### src/rtl/mmc_pkg.sv
package mmc_pkg;
  localparam int SUB_W       = 4;
  localparam int SUB_ENTRIES = 1 << SUB_W;

  // Does a table entry value satisfy a value/care nibble?
  function automatic logic nib_hit(input logic [SUB_W-1:0] entry,
                                   input logic [SUB_W-1:0] val,
                                   input logic [SUB_W-1:0] care);
    return ((entry ^ val) & care) == '0;
  endfunction

  // Registered levels in the reduction tree
  function automatic int tree_depth(input int n);
    return (n <= 1) ? 0 : $clog2(n);
  endfunction
endpackage

### src/rtl/mmc_subtable.sv
module mmc_subtable
  import mmc_pkg::*;
#(
  parameter int NRULES = 8
) (
  input  logic                      clk,
  input  logic                      rst_n,
  input  logic [SUB_W-1:0]          rd_nib,
  output logic [NRULES-1:0]         rd_vec,
  input  logic                      wr_en,
  input  logic [$clog2(NRULES)-1:0] wr_rule,
  input  logic                      wr_active,
  input  logic [SUB_W-1:0]          wr_val,
  input  logic [SUB_W-1:0]          wr_care
);
  logic [NRULES-1:0] tbl [SUB_ENTRIES];

  // Read uses the contents before any write on the same edge
  always_ff @(posedge clk) begin
    if (!rst_n) begin
      for (int e = 0; e < SUB_ENTRIES; e++) tbl[e] <= '0;
      rd_vec <= '0;
    end else begin
      if (wr_en) begin
        for (int e = 0; e < SUB_ENTRIES; e++)
          tbl[e][wr_rule] <= wr_active & nib_hit(SUB_W'(e), wr_val, wr_care);
      end
      rd_vec <= tbl[rd_nib];
    end
  end

  // a disabled rule reads back as zero two edges later
  a_r8_disabled_reads_zero: assert property (@(posedge clk) disable iff (!rst_n)
    ($past(wr_en, 2) && !$past(wr_active, 2)) |-> !rd_vec[$past(wr_rule, 2)]);

  // a fully ignored nibble of an active rule reads back as one
  a_r6_wildcard_reads_one: assert property (@(posedge clk) disable iff (!rst_n)
    ($past(wr_en, 2) && $past(wr_active, 2) && ($past(wr_care, 2) == '0))
      |-> rd_vec[$past(wr_rule, 2)]);
endmodule

### src/rtl/mmc_and_tree.sv
module mmc_and_tree
  import mmc_pkg::*;
#(
  parameter int NRULES = 8,
  parameter int NIN    = 26
) (
  input  logic              clk,
  input  logic              rst_n,
  input  logic              vld_in,
  input  logic [NRULES-1:0] vec_in [NIN],
  output logic              vld_out,
  output logic [NRULES-1:0] vec_out
);
  localparam int LV = tree_depth(NIN);
  localparam int P  = 1 << LV;

  for (genvar l = 0; l <= LV; l++) begin : g_lv
    localparam int W = P >> l;
    logic [NRULES-1:0] node [W];
    logic              vld;
    if (l == 0) begin : g_leaf
      for (genvar j = 0; j < W; j++) begin : g_pad
        if (j < NIN) begin : g_in
          assign node[j] = vec_in[j];
        end else begin : g_one
          assign node[j] = '1;
        end
      end
      assign vld = vld_in;
    end else begin : g_red
      always_ff @(posedge clk) begin
        if (!rst_n) vld <= 1'b0;
        else        vld <= g_lv[l-1].vld;
      end
      for (genvar j = 0; j < W; j++) begin : g_pair
        always_ff @(posedge clk)
          node[j] <= g_lv[l-1].node[2*j] & g_lv[l-1].node[2*j+1];
      end
    end
  end

  assign vld_out = g_lv[LV].vld;
  assign vec_out = g_lv[LV].node[0];
endmodule

### src/rtl/mm_hdr_classifier.sv
module mm_hdr_classifier
  import mmc_pkg::*;
#(
  parameter int ADDR_W  = 32,
  parameter int PORT_W  = 16,
  parameter int PROTO_W = 8,
  parameter int NRULES  = 8,
  localparam int KEY_W  = 2*ADDR_W + 2*PORT_W + PROTO_W,
  localparam int RIDX_W = $clog2(NRULES)
) (
  input  logic               clk,
  input  logic               rst_n,
  input  logic               in_valid,
  input  logic [ADDR_W-1:0]  hdr_src,
  input  logic [ADDR_W-1:0]  hdr_dst,
  input  logic [PORT_W-1:0]  hdr_sport,
  input  logic [PORT_W-1:0]  hdr_dport,
  input  logic [PROTO_W-1:0] hdr_proto,
  input  logic               upd_en,
  input  logic [RIDX_W-1:0]  upd_rule,
  input  logic               upd_active,
  input  logic [KEY_W-1:0]   upd_val,
  input  logic [KEY_W-1:0]   upd_care,
  output logic               out_valid,
  output logic [NRULES-1:0]  out_vec,
  output logic               out_any
);
  localparam int NSUB = KEY_W / SUB_W;
  localparam int LAT  = 1 + tree_depth(NSUB);

  logic [KEY_W-1:0]  key;
  logic [NRULES-1:0] sub_vec [NSUB];
  logic              look_vld;
  logic              tree_vld;
  logic [NRULES-1:0] tree_vec;

  assign key = {hdr_src, hdr_dst, hdr_sport, hdr_dport, hdr_proto};

  // Valid follows the one-cycle table read
  always_ff @(posedge clk) begin
    if (!rst_n) look_vld <= 1'b0;
    else        look_vld <= in_valid;
  end

  for (genvar k = 0; k < NSUB; k++) begin : g_sub
    mmc_subtable #(.NRULES(NRULES)) u_tbl (
      .clk      (clk),
      .rst_n    (rst_n),
      .rd_nib   (key[k*SUB_W +: SUB_W]),
      .rd_vec   (sub_vec[k]),
      .wr_en    (upd_en),
      .wr_rule  (upd_rule),
      .wr_active(upd_active),
      .wr_val   (upd_val[k*SUB_W +: SUB_W]),
      .wr_care  (upd_care[k*SUB_W +: SUB_W])
    );
  end

  mmc_and_tree #(.NRULES(NRULES), .NIN(NSUB)) u_tree (
    .clk    (clk),
    .rst_n  (rst_n),
    .vld_in (look_vld),
    .vec_in (sub_vec),
    .vld_out(tree_vld),
    .vec_out(tree_vec)
  );

  assign out_valid = tree_vld;
  assign out_vec   = tree_vld ? tree_vec : '0;
  assign out_any   = |out_vec;

  // fixed latency in both directions
  a_r3_valid_after_lat: assert property (@(posedge clk) disable iff (!rst_n)
    $past(in_valid, LAT) |-> out_valid);
  a_r3_no_spurious_valid: assert property (@(posedge clk) disable iff (!rst_n)
    out_valid |-> $past(in_valid, LAT));
  // flag only with a valid, non-empty result
  a_r4_any_needs_hit: assert property (@(posedge clk) disable iff (!rst_n)
    out_any |-> (out_valid && out_vec != '0));
endmodule

### config.mk
export PLATFORM = sky130hd
export DESIGN_NAME = mm_hdr_classifier
export DESIGN_NICKNAME = d
export VERILOG_FILES = /design/src/rtl/mmc_pkg.sv /design/src/rtl/mmc_subtable.sv /design/src/rtl/mmc_and_tree.sv /design/src/rtl/mm_hdr_classifier.sv
export SDC_FILE = /design/constraint.sdc
export NUM_CORES = 2
export LEC_CHECK = 0
export BUFFER_PORTS_ARGS = -buffer_cell sky130_fd_sc_hd__buf_2
export CORE_MARGIN = 8
export CORE_UTILIZATION = 45
export DETAILED_ROUTE_END_ITERATION = 6
export HOLD_SLACK_MARGIN = 0.02
export PLACE_DENSITY_LB_ADDON = 0.3
export SLEW_MARGIN = 20
export SYNTH_ARGS = -nofsm -noshare
export SYNTH_HDL_FRONTEND = slang
export SYNTH_SLANG_ARGS = --single-unit
### constraint.sdc
create_clock -name clk -period 10.9 [get_ports clk]
set_clock_uncertainty 0.1 [all_clocks]
set_input_delay 0.545 -clock clk [delete_from_list [all_inputs] [get_ports clk]]
set_output_delay 0.545 -clock clk [all_outputs]
set_load 0.005 [all_outputs]
# Yosys cells after proc, flatten, opt, wreduce, memory -nomap -nowiden
# Memories as Yosys holds them, arrays and structs flattened. A register that Yosys moved wholly into a read port is not among the register bits.
# Index checks and enable logic that the tools add are counted.
# classes
add_sub_neg	0
mul	0
div	0
n_lt_le_gt_ge	2
n_eq_ne	0
n_shift	0
muxes	3335
n_bitwise	4578
reduce_logical	444
# op_table
op	count
$mux 1	3332
$or 1x1->1	3328
$and 4x4->4	416
$logic_not 4->1	416
$and 1x1->1	416
$not 2->2	156
$not 3->3	104
$and 8x8->8	28
$not 1->1	104
$not 4->4	26
$logic_not 1->1	26
$mux 8	2
$reduce_or 8->1	1
$lt 3x4->1 const B	1
$demux 1 s3	1
$ge 3x1->1 const B	1
$logic_and 1x1->1	1
# word_totals
reg_bits	6
latchBits	0
mem_bits_rw	3576
rom_bits	0
inputBits	320
word_cells	8396
mem_count	31
# memory_table
memory	depth	width	read_ports	rd_ports_with_merged_regs	write_ports	line_no	rtl
g_sub[0].u_tbl.tbl	16	8	1	1	16	mmc_subtable.sv:16	logic [NRULES-1:0] tbl [SUB_ENTRIES];
g_sub[10].u_tbl.tbl	16	8	1	1	16	mmc_subtable.sv:16	
g_sub[11].u_tbl.tbl	16	8	1	1	16	mmc_subtable.sv:16	
g_sub[12].u_tbl.tbl	16	8	1	1	16	mmc_subtable.sv:16	
g_sub[13].u_tbl.tbl	16	8	1	1	16	mmc_subtable.sv:16	
g_sub[14].u_tbl.tbl	16	8	1	1	16	mmc_subtable.sv:16	
+25 memories	n/a	n/a	n/a	n/a	n/a	n/a	

# Depth between registers and ports, before layout
# logic_depth
depth_word	6
mapped_depth	7

# Modules after synthesis
# From an unflattened synthesis, not the netlist that was laid out.
# hier_totals
hier_cells	11115
hier_area_um2	155867.0
# by_module_without_submodules
mod	n_inst	cells_each	area_each_um2
mmc_subtable at g_sub[12].u_tbl ...	20	409	5780.5
mmc_subtable at g_sub[0].u_tbl ...	4	417	5726.7
mmc_subtable at g_sub[11].u_tbl	1	417	5775.5
mmc_subtable at g_sub[10].u_tbl	1	411	5756.8
mmc_and_tree	1	426	5706.7
mm_hdr_classifier	1	13	110.1

# Worst setup path before layout
# OpenSTA, ideal clock, no wires.
# synth_timing
path_kind	in2reg
from	input port rst_n
to	memory g_sub[0].u_tbl.tbl[0][7] (enable)
t_arrival_ns	8.095
required_ns	7.749
path_slack_ns	-0.347
stages	6
path_buffers	3
cell_sequence	and3_1 -> buf_2 -> nand3_2 -> buf_2 -> buf_2 -> nand2_1
# synth_lines
item	line_no	rtl
start, declared	mm_hdr_classifier.sv:12	input logic rst_n,
end, declared	mmc_subtable.sv:16	

==> out/qor.txt <==
Avg WL per Cell: 25.6 um
CTS Buf Count: 376
design area: 171000 um2
Max Root-Sink Buffers: 4
min cycle time layout: 4.94 ns
share of cells above drive strength 1: 11.5%
most used cell, CP: buf_4
Synth Register Bits: 3758
placer's final routability congestion estimate: 0.867
Area contributors post-synth: edfxtp_1 66%, mux2i_1 8.3%, dfxtp_1 5.7%, nor2_1 5.6%, mux4_2 3.1%
dpl cells: 14900
Seq/Total Area, Yosys: 71.3%
Leakage: 60.6 nW
WP data arrival: 5.56 ns
Synthesis Warnings: 0
crit-path cells: dlygate4sd3_1 -> buf_6 -> buf_4 -> buf_4 -> nand2_4 -> buf_4 -> or3_1 -> nand2b_1 -> a21oi_1 -> dlygate4sd3_1
initial DRC count: 10500
synthesized area per cell: 14.4 um2
cell area after synthesis: 152000 um2
Starting Density: 45.2%
first-pass GRT wire length: 588000 um
core area: 337000 um2
Critical-path top delay cell: dlygate4sd3_1
CP startpoint kind: input pin
buffers plus inverters on the worst setup path: 6
Die Wd: 598 um
EDFF count, synth: 3328
Async SR Flop Fraction: 0%
pre-CTS setup slack: 5.63 ns
Worst Slack Setup Final: 5.96 ns
Max-slew headroom: 22.3%
maximum fanout along the worst path: 36
Row Count: 213
die height: 598 um
fin. max-slew vios: 0
largest net degree at the start of global routing: 161
Detailed Routing Iterations Pass 1: 7
area grow syn2layout: 12.5%
Slew @ Worst Pin: 1.16 ns
vias after detailed routing: 89800
drt via density: 5.69
top cells by count, synth: 3328 x edfxtp_1, 2279 x nor2_1, 1261 x mux2i_1
gr ovfl total: 0
CTS tree: built
CP required: 11.52 ns
clk slew on worst S/H paths: 0.06 ns
DP Area: 157000 um2
worst vdd ir: 0.134 mV
initial antenna violation count: 87
# IOs: 330
final hold vios: 0
NumNets Final: 11200
fmax: 0.202 GHz
count leader, synth: edfxtp_1
Post-DP HPWL: 255000 um
fillcell total: 27800
Setup-failing EPs final: 0
Global Route Usage Sum: 21.8%
syn nets: 10900
Hold Crit Class: input pin to flop
main flop type after synthesis: edfxtp_1
outcome: finished with violations
pwr dens: 190 nW/um2
register area: 109000 um2
Post-CTS Hold Buffers: 92
Mapped Cells: 10600
clock root buffer: clkbuf_16
Gates resized, CTS repair: 0
Fin Setup TNS: 0 ns
cell type with the largest total area after synthesis: edfxtp_1
Crit path largest cell delay: 0.74 ns
post-CTS setup buffer count: 0
Clk Latency, worst-skew pair: 0.97 ns
multi-input logic area: 40500 um2
number of distinct library cells after synthesis: 52
CP Capture Type: flop
Worst Setup Path Type: input pin to flop
Routed Antenna Nets: 1
vias in the first global route: 89000
I/O Buffers: 329
htree depth: 5
max-cap viol count: 0
failing checks: antenna rules, DRC
top cell type's share of synthesized area: 65.6%
Top Family by Delay on Critical Path: buffers and inverters
clk sink count: 3758
die area: 357000 um2
Post-Layout Cell Count: 15800
RSZ-0062 raised after global routing: false
final worst path period share: 45.3%
DRC viols: 1
Routed WL: 404000 um
-- worst register-to-register path, stage by stage (launching register included) --
cell,delay (ns)
edfxtp_1,0.33
mux2i_1,0.09
a22oi_1,0.44
o2111ai_1,0.16
dlygate4sd3_1,0.58
a21oi_1,0.19
dlygate4sd3_1,0.61
-- logic make-up (layout without fill, tap and decap cells) --
group	after synthesis	count (layout)	share of synthesized area [%]
AOI/OAI and AO/OA	977	977	4.52
and+or+nand+nor	3752	3752	10.5
buffers and inverters	611	1250	2.26
muxes	1472	1472	11.4
DFF	3758	3758	71.3
other	0	68	0
-- metal layers --
metal	part of all wire [%]	global-route usage, %	wire length, um	up-vias
li1	-	-	-	39800
met1	40	29.0	161000	45300
met2	49	36.5	198000	3967
met3	7.6	3.45	30800	717
met4	3.7	8.02	14800	24
met5	0.038	0	155	-
-- per-stage QoR --
step,total power [mW],utilization [%],hold slack (ns)
finish,32.6,50.9,0.0878
global route,33.5,50.9,0.0710
CTS,32.7,50.8,0.0202
detailed placement,19.6,46.8,0.213
global placement,19.5,46.8,0.212
floorplan,18.8,-,0.210
-- flip-flops by register name, indices dropped and copies added, names as in the netlist --
signal	count
look_vld	1
u_tree.vld_out	1
g_sub.u_tbl.tbl	3328
u_tree.g_lv.node	216
g_sub.u_tbl.rd_vec	208
u_tree.g_lv.vld	4
-- power by group --
part	internal, mW	switching, mW
sequential	16.7	0.298
clock	7.71	5.53
combinational	0.759	1.60
-- cell usage in the layout, fill, tap and decap left out, types with 42 or more instances in the layout --
master | Yosys | final
a21oi_1 | 76 | 76
a22oi_1 | 586 | 586
and2_1 | 263 | 262
and3_1 | 71 | 71
buf_2 | 225 | 310
buf_4 | 109 | 109
bufinv_16 | 0 | 42
clkbuf_1 | 159 | 75
clkbuf_16 | 0 | 386
clkinv_1 | 1 | 49
clkinv_2 | 0 | 73
dfxtp_1 | 430 | 430
diode_2 | 0 | 68
dlygate4sd3_1 | 0 | 92
edfxtp_1 | 3328 | 3328
mux2i_1 | 1261 | 1261
mux4_2 | 211 | 211
nand2_1 | 638 | 626
nand2b_1 | 121 | 121
nand3_1 | 185 | 185
nor2_1 | 2279 | 2268
nor2b_1 | 158 | 141
o21ai_0 | 101 | 101
o22ai_1 | 63 | 63
-- worst paths after layout --
check | start | to | slack, ns | cells after the start
max | rst_n | g_sub[13].u_tbl.tbl[12][7]$_DFFE_PP_ | 5.96 | 10
min | upd_care[53] | g_sub[13].u_tbl.tbl[13][2]$_DFFE_PP_ | 0.09 | 4
max reg2reg | g_sub[21].u_tbl.tbl[12][2]$_DFFE_PP_ | g_sub[21].u_tbl.rd_vec[2]$_SDFF_PN0_ | 8.34 | 6
min reg2reg | u_tree.g_lv[2].node[6][3]$_DFF_P_ | u_tree.g_lv[3].node[3][3]$_DFF_P_ | 0.23 | 0
-- cell type report --
cell class	count	share of cell area, %
sequential	3758	63.4
clock buffer	488	6.02
tap	4515	3.30
clock inverter	210	1.37
multi-input combinational	6201	23.7
inverter	24	0.0526
timing repair buffer	528	2.12
antenna	68	0.0993
Power figures use the tool's default switching activity.
